**src/rtl/coh_pkg.sv**
```systemverilog
package coh_pkg;

   typedef enum logic [1:0] {
      CMD_IDLE   = 2'b00,
      CMD_RDMISS = 2'b01,
      CMD_WRMISS = 2'b10,
      CMD_WBACK  = 2'b11
   } bus_cmd_e;

   typedef enum logic [1:0] {
      LN_INV = 2'b00,
      LN_SHR = 2'b01,
      LN_EXC = 2'b10
   } line_st_e;

   typedef enum logic [1:0] {
      PS_IDLE = 2'b00,
      PS_ARB  = 2'b01,
      PS_DONE = 2'b10
   } proc_st_e;

endpackage

```
**src/rtl/coh_line_store.sv**
```systemverilog
module coh_line_store
   import coh_pkg::*;
#(
   parameter int LINES      = 8,
   parameter int TAG_W      = 9,
   parameter int DATA_W     = 16,
   parameter bit CLEAR_DATA = 1'b1,
   localparam int IDX_W     = $clog2(LINES)
) (
   input  logic              clk,
   input  logic              rst_n,
   // processor-side read port
   input  logic [IDX_W-1:0]  c_idx,
   output line_st_e          c_st,
   output logic [TAG_W-1:0]  c_tag,
   output logic [DATA_W-1:0] c_data,
   // snoop-side read port
   input  logic [IDX_W-1:0]  s_idx,
   output line_st_e          s_st,
   output logic [TAG_W-1:0]  s_tag,
   output logic [DATA_W-1:0] s_data,
   // processor-side update
   input  logic              c_meta_we,
   input  line_st_e          c_st_new,
   input  logic [TAG_W-1:0]  c_tag_new,
   input  logic              c_data_we,
   input  logic [DATA_W-1:0] c_data_new,
   // snoop-side state update (wins on a same-index collision)
   input  logic              s_we,
   input  line_st_e          s_st_new
);

   line_st_e          st_q   [LINES];
   logic [TAG_W-1:0]  tag_q  [LINES];
   logic [DATA_W-1:0] data_q [LINES];

   always_ff @(posedge clk or negedge rst_n) begin
      if (!rst_n) begin
         for (int i = 0; i < LINES; i++) st_q[i] <= LN_INV;
      end else begin
         if (c_meta_we) st_q[c_idx] <= c_st_new;
         if (s_we)      st_q[s_idx] <= s_st_new;
      end
   end

   always_ff @(posedge clk) begin
      if (c_meta_we) tag_q[c_idx] <= c_tag_new;
   end

   generate
      if (CLEAR_DATA) begin : g_data_clr
         always_ff @(posedge clk or negedge rst_n) begin
            if (!rst_n) begin
               for (int i = 0; i < LINES; i++) data_q[i] <= '0;
            end else if (c_data_we) begin
               data_q[c_idx] <= c_data_new;
            end
         end
      end else begin : g_data_raw
         always_ff @(posedge clk) begin
            if (c_data_we) data_q[c_idx] <= c_data_new;
         end
      end
   endgenerate

   assign c_st   = st_q[c_idx];
   assign c_tag  = tag_q[c_idx];
   assign c_data = data_q[c_idx];
   assign s_st   = st_q[s_idx];
   assign s_tag  = tag_q[s_idx];
   assign s_data = data_q[s_idx];

   // checker state: last snoop update, compared against the array next cycle
   logic             chk_we_q;
   logic [IDX_W-1:0] chk_idx_q;
   line_st_e         chk_st_q;

   always_ff @(posedge clk or negedge rst_n) begin
      if (!rst_n) begin
         chk_we_q  <= 1'b0;
         chk_idx_q <= '0;
         chk_st_q  <= LN_INV;
      end else begin
         chk_we_q  <= s_we;
         chk_idx_q <= s_idx;
         chk_st_q  <= s_st_new;
      end
   end

   // a snoop downgrade is never lost to a same-cycle processor update
   p_snoop_update_lands_r6: assert property (@(posedge clk) disable iff (!rst_n)
      chk_we_q |-> (st_q[chk_idx_q] == chk_st_q));

endmodule

```
**src/rtl/coh_snoop_resp.sv**
```systemverilog
module coh_snoop_resp
   import coh_pkg::*;
#(
   parameter int TAG_W  = 9,
   parameter int DATA_W = 16
) (
   input  bus_cmd_e          snp_cmd,
   input  logic              bus_gnt,
   input  logic [TAG_W-1:0]  snp_tag,
   input  line_st_e          ln_st,
   input  logic [TAG_W-1:0]  ln_tag,
   input  logic [DATA_W-1:0] ln_data,
   output logic              active,
   output logic              abort,
   output logic [DATA_W-1:0] supply,
   output logic              st_we,
   output line_st_e          st_new
);

   logic is_rd, is_wr, hit, dirty;

   always_comb begin
      is_rd  = (snp_cmd == CMD_RDMISS) && !bus_gnt;
      is_wr  = (snp_cmd == CMD_WRMISS) && !bus_gnt;
      active = is_rd || is_wr;
      hit    = (ln_st != LN_INV) && (ln_tag == snp_tag);
      dirty  = hit && (ln_st == LN_EXC);
      abort  = dirty && active;
      supply = abort ? ln_data : '0;
      st_we  = (hit && is_wr) || (dirty && is_rd);
      st_new = is_wr ? LN_INV : LN_SHR;
   end

endmodule

```
**src/rtl/coh_proc_fsm.sv**
```systemverilog
module coh_proc_fsm
   import coh_pkg::*;
#(
   parameter int TAG_W  = 9,
   parameter int DATA_W = 16
) (
   input  logic              clk,
   input  logic              rst_n,
   input  logic              cpu_req,
   input  logic              cpu_we,
   input  logic [TAG_W-1:0]  cpu_tag,
   input  logic [DATA_W-1:0] cpu_wdata,
   output logic              cpu_ready,
   output logic [DATA_W-1:0] cpu_rdata,
   input  logic              snp_conflict,
   input  logic              bus_gnt,
   input  logic [DATA_W-1:0] bus_fill,
   output logic              bus_req,
   output bus_cmd_e          bus_cmd,
   output logic [TAG_W-1:0]  bus_tag,
   output logic [DATA_W-1:0] bus_wdata,
   input  line_st_e          c_st,
   input  logic [TAG_W-1:0]  c_tag,
   input  logic [DATA_W-1:0] c_data,
   output logic              c_meta_we,
   output line_st_e          c_st_new,
   output logic [TAG_W-1:0]  c_tag_new,
   output logic              c_data_we,
   output logic [DATA_W-1:0] c_data_new
);

   proc_st_e state_q, state_d;
   logic     tag_hit, local_ok, need_wb;

   always_comb begin
      tag_hit  = (c_st != LN_INV) && (c_tag == cpu_tag);
      local_ok = tag_hit && (!cpu_we || (c_st == LN_EXC));
      need_wb  = (c_st == LN_EXC) && (c_tag != cpu_tag);
   end

   always_comb begin
      state_d    = state_q;
      cpu_ready  = 1'b0;
      cpu_rdata  = c_data;
      bus_req    = 1'b0;
      bus_cmd    = CMD_IDLE;
      bus_tag    = cpu_tag;
      bus_wdata  = '0;
      c_meta_we  = 1'b0;
      c_st_new   = LN_INV;
      c_tag_new  = cpu_tag;
      c_data_we  = 1'b0;
      c_data_new = cpu_wdata;
      unique case (state_q)
         PS_IDLE: begin
            if (cpu_req && !snp_conflict) begin
               if (local_ok) begin
                  cpu_ready = 1'b1;
                  c_data_we = cpu_we;
               end else begin
                  state_d = PS_ARB;
               end
            end
         end
         PS_ARB: begin
            bus_req = 1'b1;
            if (bus_gnt) begin
               if (need_wb) begin
                  bus_cmd   = CMD_WBACK;
                  bus_tag   = c_tag;
                  bus_wdata = c_data;
                  c_meta_we = 1'b1;
                  c_st_new  = LN_INV;
                  c_tag_new = c_tag;
               end else begin
                  bus_cmd    = cpu_we ? CMD_WRMISS : CMD_RDMISS;
                  bus_wdata  = cpu_we ? cpu_wdata : '0;
                  c_meta_we  = 1'b1;
                  c_st_new   = cpu_we ? LN_EXC : LN_SHR;
                  c_data_we  = 1'b1;
                  c_data_new = cpu_we ? cpu_wdata : bus_fill;
                  state_d    = PS_DONE;
               end
            end
         end
         PS_DONE: begin
            cpu_ready = 1'b1;
            state_d   = PS_IDLE;
         end
         default: state_d = PS_IDLE;
      endcase
   end

   always_ff @(posedge clk or negedge rst_n) begin
      if (!rst_n) state_q <= PS_IDLE;
      else        state_q <= state_d;
   end

   // an exclusive write hit never touches the bus
   p_exc_write_local_r4: assert property (@(posedge clk) disable iff (!rst_n)
      (state_q == PS_IDLE && cpu_req && cpu_we && c_st == LN_EXC &&
       c_tag == cpu_tag && !snp_conflict)
      |-> (cpu_ready && !bus_req && bus_cmd == CMD_IDLE));

   // a miss completes only after a granted cycle
   p_done_after_grant_r8: assert property (@(posedge clk) disable iff (!rst_n)
      (state_q == PS_DONE) |-> $past(bus_gnt));

   // a victim write-back is followed by the miss while the grant is held
   p_wb_then_miss_r9: assert property (@(posedge clk) disable iff (!rst_n)
      (bus_cmd == CMD_WBACK) |=>
      (!bus_gnt || bus_cmd == CMD_RDMISS || bus_cmd == CMD_WRMISS));

endmodule

```
**src/rtl/snoop_coh_ctrl.sv**
```systemverilog
module snoop_coh_ctrl
   import coh_pkg::*;
#(
   parameter int ADDR_W     = 12,
   parameter int DATA_W     = 16,
   parameter int LINES      = 8,
   parameter bit CLEAR_DATA = 1'b1
) (
   input  logic              clk,
   input  logic              rst_n,
   input  logic              cpu_req,
   input  logic              cpu_we,
   input  logic [ADDR_W-1:0] cpu_addr,
   input  logic [DATA_W-1:0] cpu_wdata,
   output logic [DATA_W-1:0] cpu_rdata,
   output logic              cpu_ready,
   output logic              bus_req,
   input  logic              bus_gnt,
   output logic [1:0]        bus_cmd,
   output logic [ADDR_W-1:0] bus_addr,
   output logic [DATA_W-1:0] bus_wdata,
   input  logic [DATA_W-1:0] bus_fill,
   input  logic [1:0]        snp_cmd,
   input  logic [ADDR_W-1:0] snp_addr,
   output logic              snp_abort,
   output logic [DATA_W-1:0] snp_data
);

   localparam int IDX_W = $clog2(LINES);
   localparam int TAG_W = ADDR_W - IDX_W;

   generate
      if (LINES < 2 || (LINES & (LINES - 1)) != 0) begin : g_bad_lines
         $error("LINES must be a power of two, at least 2");
      end
      if (ADDR_W <= IDX_W) begin : g_bad_addr
         $error("ADDR_W must exceed the index width");
      end
      if (DATA_W < 1) begin : g_bad_data
         $error("DATA_W must be positive");
      end
   endgenerate

   logic [IDX_W-1:0]  cpu_idx, snp_idx;
   logic [TAG_W-1:0]  cpu_tag, snp_tag, bus_tag;
   bus_cmd_e          snp_cmd_e, bus_cmd_e_w;

   line_st_e          c_st, s_st, c_st_new, s_st_new;
   logic [TAG_W-1:0]  c_tag, s_tag, c_tag_new;
   logic [DATA_W-1:0] c_data, s_data, c_data_new;
   logic              c_meta_we, c_data_we, s_we, snp_active;

   assign cpu_idx   = cpu_addr[IDX_W-1:0];
   assign cpu_tag   = cpu_addr[ADDR_W-1:IDX_W];
   assign snp_idx   = snp_addr[IDX_W-1:0];
   assign snp_tag   = snp_addr[ADDR_W-1:IDX_W];
   assign snp_cmd_e = bus_cmd_e'(snp_cmd);
   assign bus_cmd   = bus_cmd_e_w;
   assign bus_addr  = {bus_tag, cpu_idx};

   coh_line_store #(
      .LINES(LINES), .TAG_W(TAG_W), .DATA_W(DATA_W), .CLEAR_DATA(CLEAR_DATA)
   ) u_store (
      .clk(clk), .rst_n(rst_n),
      .c_idx(cpu_idx), .c_st(c_st), .c_tag(c_tag), .c_data(c_data),
      .s_idx(snp_idx), .s_st(s_st), .s_tag(s_tag), .s_data(s_data),
      .c_meta_we(c_meta_we), .c_st_new(c_st_new), .c_tag_new(c_tag_new),
      .c_data_we(c_data_we), .c_data_new(c_data_new),
      .s_we(s_we), .s_st_new(s_st_new)
   );

   coh_snoop_resp #(.TAG_W(TAG_W), .DATA_W(DATA_W)) u_snoop (
      .snp_cmd(snp_cmd_e), .bus_gnt(bus_gnt), .snp_tag(snp_tag),
      .ln_st(s_st), .ln_tag(s_tag), .ln_data(s_data),
      .active(snp_active), .abort(snp_abort), .supply(snp_data),
      .st_we(s_we), .st_new(s_st_new)
   );

   coh_proc_fsm #(.TAG_W(TAG_W), .DATA_W(DATA_W)) u_proc (
      .clk(clk), .rst_n(rst_n),
      .cpu_req(cpu_req), .cpu_we(cpu_we), .cpu_tag(cpu_tag),
      .cpu_wdata(cpu_wdata), .cpu_ready(cpu_ready), .cpu_rdata(cpu_rdata),
      .snp_conflict(snp_active && (snp_idx == cpu_idx)),
      .bus_gnt(bus_gnt), .bus_fill(bus_fill),
      .bus_req(bus_req), .bus_cmd(bus_cmd_e_w), .bus_tag(bus_tag),
      .bus_wdata(bus_wdata),
      .c_st(c_st), .c_tag(c_tag), .c_data(c_data),
      .c_meta_we(c_meta_we), .c_st_new(c_st_new), .c_tag_new(c_tag_new),
      .c_data_we(c_data_we), .c_data_new(c_data_new)
   );

   // abort only answers another node's miss, never while granted
   p_abort_on_foreign_miss_r5: assert property (@(posedge clk) disable iff (!rst_n)
      snp_abort |-> (!bus_gnt && (snp_cmd == 2'b01 || snp_cmd == 2'b10)));

   // the processor is released only when no bus request is pending
   p_ready_without_req_r10: assert property (@(posedge clk) disable iff (!rst_n)
      cpu_ready |-> !bus_req);

   // a command is issued only under grant and only in answer to a request
   p_cmd_under_grant_r8: assert property (@(posedge clk) disable iff (!rst_n)
      (bus_cmd != 2'b00) |-> (bus_gnt && bus_req));

endmodule

```
**config.mk**
```make
export PLATFORM = sky130hd
export DESIGN_NAME = snoop_coh_ctrl
export DESIGN_NICKNAME = d
export VERILOG_FILES = /design/src/rtl/coh_pkg.sv /design/src/rtl/coh_line_store.sv /design/src/rtl/coh_snoop_resp.sv /design/src/rtl/coh_proc_fsm.sv /design/src/rtl/snoop_coh_ctrl.sv
export SDC_FILE = /design/constraint.sdc
export NUM_CORES = 1
export LEC_CHECK = 0
export BUFFER_PORTS_ARGS = -buffer_cell sky130_fd_sc_hd__buf_2
export CORE_ASPECT_RATIO = 2
export CORE_MARGIN = 2
export CORE_UTILIZATION = 38
export DETAILED_ROUTE_END_ITERATION = 8
export HOLD_SLACK_MARGIN = 0.06
export PLACE_DENSITY = 0.69
export RECOVER_POWER = 100
export SLEW_MARGIN = 20
export SYNTH_ARGS = -nofsm -noshare
export SYNTH_HDL_FRONTEND = slang
export SYNTH_SLANG_ARGS = --single-unit
```
**constraint.sdc**
```tcl
create_clock -name clk -period 2.88 [get_ports clk]
set_input_delay 0.144 -clock clk [delete_from_list [all_inputs] [get_ports clk]]
set_output_delay 0.144 -clock clk [all_outputs]
set_load 0.01 [all_outputs]
```
==> impl_metrics.py <==
metrics = {
    "synthesis": {
        "synth_edf_count": 72,
        "synth_top_area_share_pct": 29.5,
        "synth-async-reset-ratio_pct": 67.0,
        "synth_area_per_cell_sq_um": 11.9,
        "synthTopCellsByArea": "dfrtp_1 (30%), edfxtp_1 (17%), mux2_2 (8.6%)",
        "ys_ff_latch": 218,
        "syn_nets": 1101,
        "synth.yosys.seq_area_share_pct": 47.0,
        "yosysMostFrequentCell": "dfrtp_1",
        "netlist_instances": 1038,
        "synthDistinctLibCells": 66,
        "yosys-top-cells-count": "dfrtp_1 (146), mux2_2 (94), o22ai_1 (82), edfxtp_1 (72), mux2_4 (60)",
        "syn-cell-area_sq_mm": 0.0124,
        "synth_flop_cell": "dfrtp_1",
        "synth_top_area_cell": "dfrtp_1",
        "yosysWarnings": 0,
    },
    "sta": {
        "setup_tns_ns": -39.42,
        "finalHoldViolCount": 0,
        "hold_ws_ns": 0.0786,
        "rsz0062_at_grt": "true",
        "worst_slack_ns": -0.421,
        "skew_ns": 0.0136,
        "setup_viol_count_final": 188,
        "worst_pin_slew_ns": 1.81,
        "period_needed_ns": 3.30,
        "max_freq_mhz": 303,
        "finalCritPeriodShare_pct": 115,
        "finalMaxSlewViolations": 69,
        "slew-limit-headroom_pct": -20.4,
    },
    "cells_and_area": {
        "fin_cells": 1765,
        "final_cell_area_sq_mm": 0.0167,
        "drive_gt1_share_pct": 46.8,
        "area.growth.synth_to_final_pct": 35.1,
        "diodes": 0,
        "final_core_util_pct": 52.1,
        "fin_nets": 1389,
    },
    "status": {
        "status": "complete, but fails checks",
        "violations": "capacitance limit, slew limit, setup timing",
    },
    "clocking": {
        "cts_tree": "yes",
        "cts_num_sinks": 218,
        "root_buffer": "clkbuf_16",
        "clock_path_buffers": 3,
        "clk_latency_ns": 0.51,
        "cts_htree_levels": 1,
        "clkTransAtPathRegs_ns": 0.07,
        "numCtsBuffers": 19,
    },
    "pwr": {
        "p_seq_share_pct": 42.2,
        "power_mw": 12.7,
        "powerDensity_mw_per_mm2": 762,
        "intPower_mw": 8.44,
        "p_leak_nw": 7.09,
        "p_clk_share_pct": 20.9,
        "ir_drop_mv": 0.364,
        "p_switching_mw": 4.30,
        "combinationalPowerShare_pct": 36.9,
        "switching_share_pct": 33.8,
    },
    "setup_path": {
        "critical_path_class": "reg2out",
        "worst-path-max-fanout": 7,
        "cp_slowest_cell": "edfxtp_1",
        "critPathRequiredTime_ns": 2.74,
        "cp.depth": 13,
        "start_kind": "flip-flop",
        "path_cells": "mux2_4 -> o22a_1 -> a32oi_1 -> buf_4 -> xnor2_2 -> nor4b_2 -> buf_4 -> and2_4 -> nand3_4 -> buf_12 -> buf_12 -> a211oi_4 -> buf_2",
        "crit_arrival_ns": 3.16,
        "rr_worst_depth": 13,
        "end_kind": "primary output",
        "cp_num_buf_inv": 5,
        "crit_family": "buffers and inverters",
        "cp_slowest_stage_delay_ns": 0.40,
    },
    "placed_design": {
        "place_area_sq_mm": 0.0146,
        "placedCellCount": 1679,
        "gp_congestion": 0.982,
        "dp_slack_ns": -0.589,
        "io_buffers": 127,
        "dp_hpwl_um": 32400,
    },
    "detailed_routing": {
        "wl_met1_um": 15500,
        "wl_met2_um": 24500,
        "drtIter0Drc": 1178,
        "dr.pass1.iters": 8,
        "routed_wl_um": 48600,
        "dr_wl_met3_um": 3300,
        "drc": 0,
        "route.top_layer_used": "met4",
        "avgRoutedWirePerCell_um": 27.5,
        "vias": 11100,
        "drtAntennaViolNets": 0,
        "avgViaCountPerCell": 6.26,
    },
    "die": {
        "die-height_um": 259,
        "fp-row-count": 93,
        "dieArea_sq_mm": 0.0341,
        "initial_utilization_pct": 38.5,
        "coreArea_sq_mm": 0.0321,
        "ios": 128,
        "die_w_um": 132,
    },
    "grt": {
        "grt_start_max_net_pins": 69,
        "grt_pass1_wl_um": 72000,
        "grt_pass1_vias": 11700,
        "track_usage_pct": 28.0,
        "grt_overflow": 0,
        "antenna_found_initial": 0,
    },
    "flow_run": {
        "maxCapViolCount": 1,
    },
    "hold_path": {
        "hp-class": "in2reg",
        "holdPathStages": 2,
    },
}
area by class of cell:
class	instances	area, sq um
Clock buffer	22	487
Fill cell	2778	15400
Tap cell	427	534
Clock inverter	11	129
Timing Repair Buffer	344	2910
Inverter	14	52.6
Sequential cell	218	5820
Multi-Input combinational cell	729	6790
power by group through the flow:
stage	Combinational, mW	Sequential [mW]	Clock [mW]
final	4.70	5.38	2.66
after CTS	4.57	5.27	2.69
after global placement	3.65	5.26	0
after detailed placement	3.77	5.30	0
after global routing	5.00	5.44	2.78
after floorplan	2.63	4.92	0
cells in the final DEF (no fill, tap or decap), types with 16 or more instances in the layout:
master     instances
o22ai_1           78
o21ai_0           31
a21oi_1           19
nor2_1            34
buf_6             49
dfrtp_1          146
clkbuf_1          20
mux2i_1           57
nand2_1           46
clkbuf_16         21
buf_4            129
mux2_4           116
mux2_2            57
edfxtp_1          72
o221ai_1          20
buf_2             98
nand3_1           16
buf_12            24
registers in the layout, summed over array words and instances (netlist names):
signal and cells:
u_proc.state_q 2, u_store.data_q 128, u_store.st_q 16, u_store.tag_q 72
what timing repair did:
action / in CTS / in global routing
endpoints found under the setup margin: 180 / 230
endpoints found under the hold margin: 65 / 0
cloned: 10 / 1
hold buffers: 2 / 0
gates resized for setup: 173 / 89
setup buffers: 25 / 25
pin swaps: 31 / 27
final timing paths:
| check | startpoint | slack, ns | to |
|---|---|---|---|
| worst max-delay path | u_store.tag_q[1][6] | -0.42 | snp_data[11] |
| max in group asynchronous | rst_n | 0.77 | u_store.data_q[63] |
| worst min register to register | u_store.data_q[122] | 0.54 | u_store.data_q[122] |
| worst min-delay path | cpu_addr[7] | 0.08 | u_store.tag_q[6][4] |
| worst max register to register | u_store.tag_q[0][3] | -0.32 | u_store.data_q[72] |
| min in group asynchronous | rst_n | 0.65 | u_store.data_q[73] |
cells by family (layout without fill, tap and decap cells):
| family | count (synthesis) | count (layout) | share of synthesized area [%] |
|---|---|---|---|
| flip-flops | 218 | 218 | 47.0 |
| XOR/XNOR | 15 | 15 | 1.06 |
| AO/OA/AOI/OAI | 258 | 258 | 14.2 |
| buffers and inverters | 91 | 391 | 3.88 |
| multiplexers | 244 | 244 | 24.6 |
| AND/OR/NAND/NOR | 212 | 212 | 9.17 |
routing by layer:
| layer | track usage [%] | vias to the layer above |
|---|---|---|
| met4 | 23.9 | 0 |
| met3 | 4.04 | 288 |
| met2 | 50.8 | 745 |
| met1 | 27.9 | 5424 |
| met5 | 0 | - |
| li1 | - | 4597 |
No activity file was read; power rests on OpenSTA's default activity.
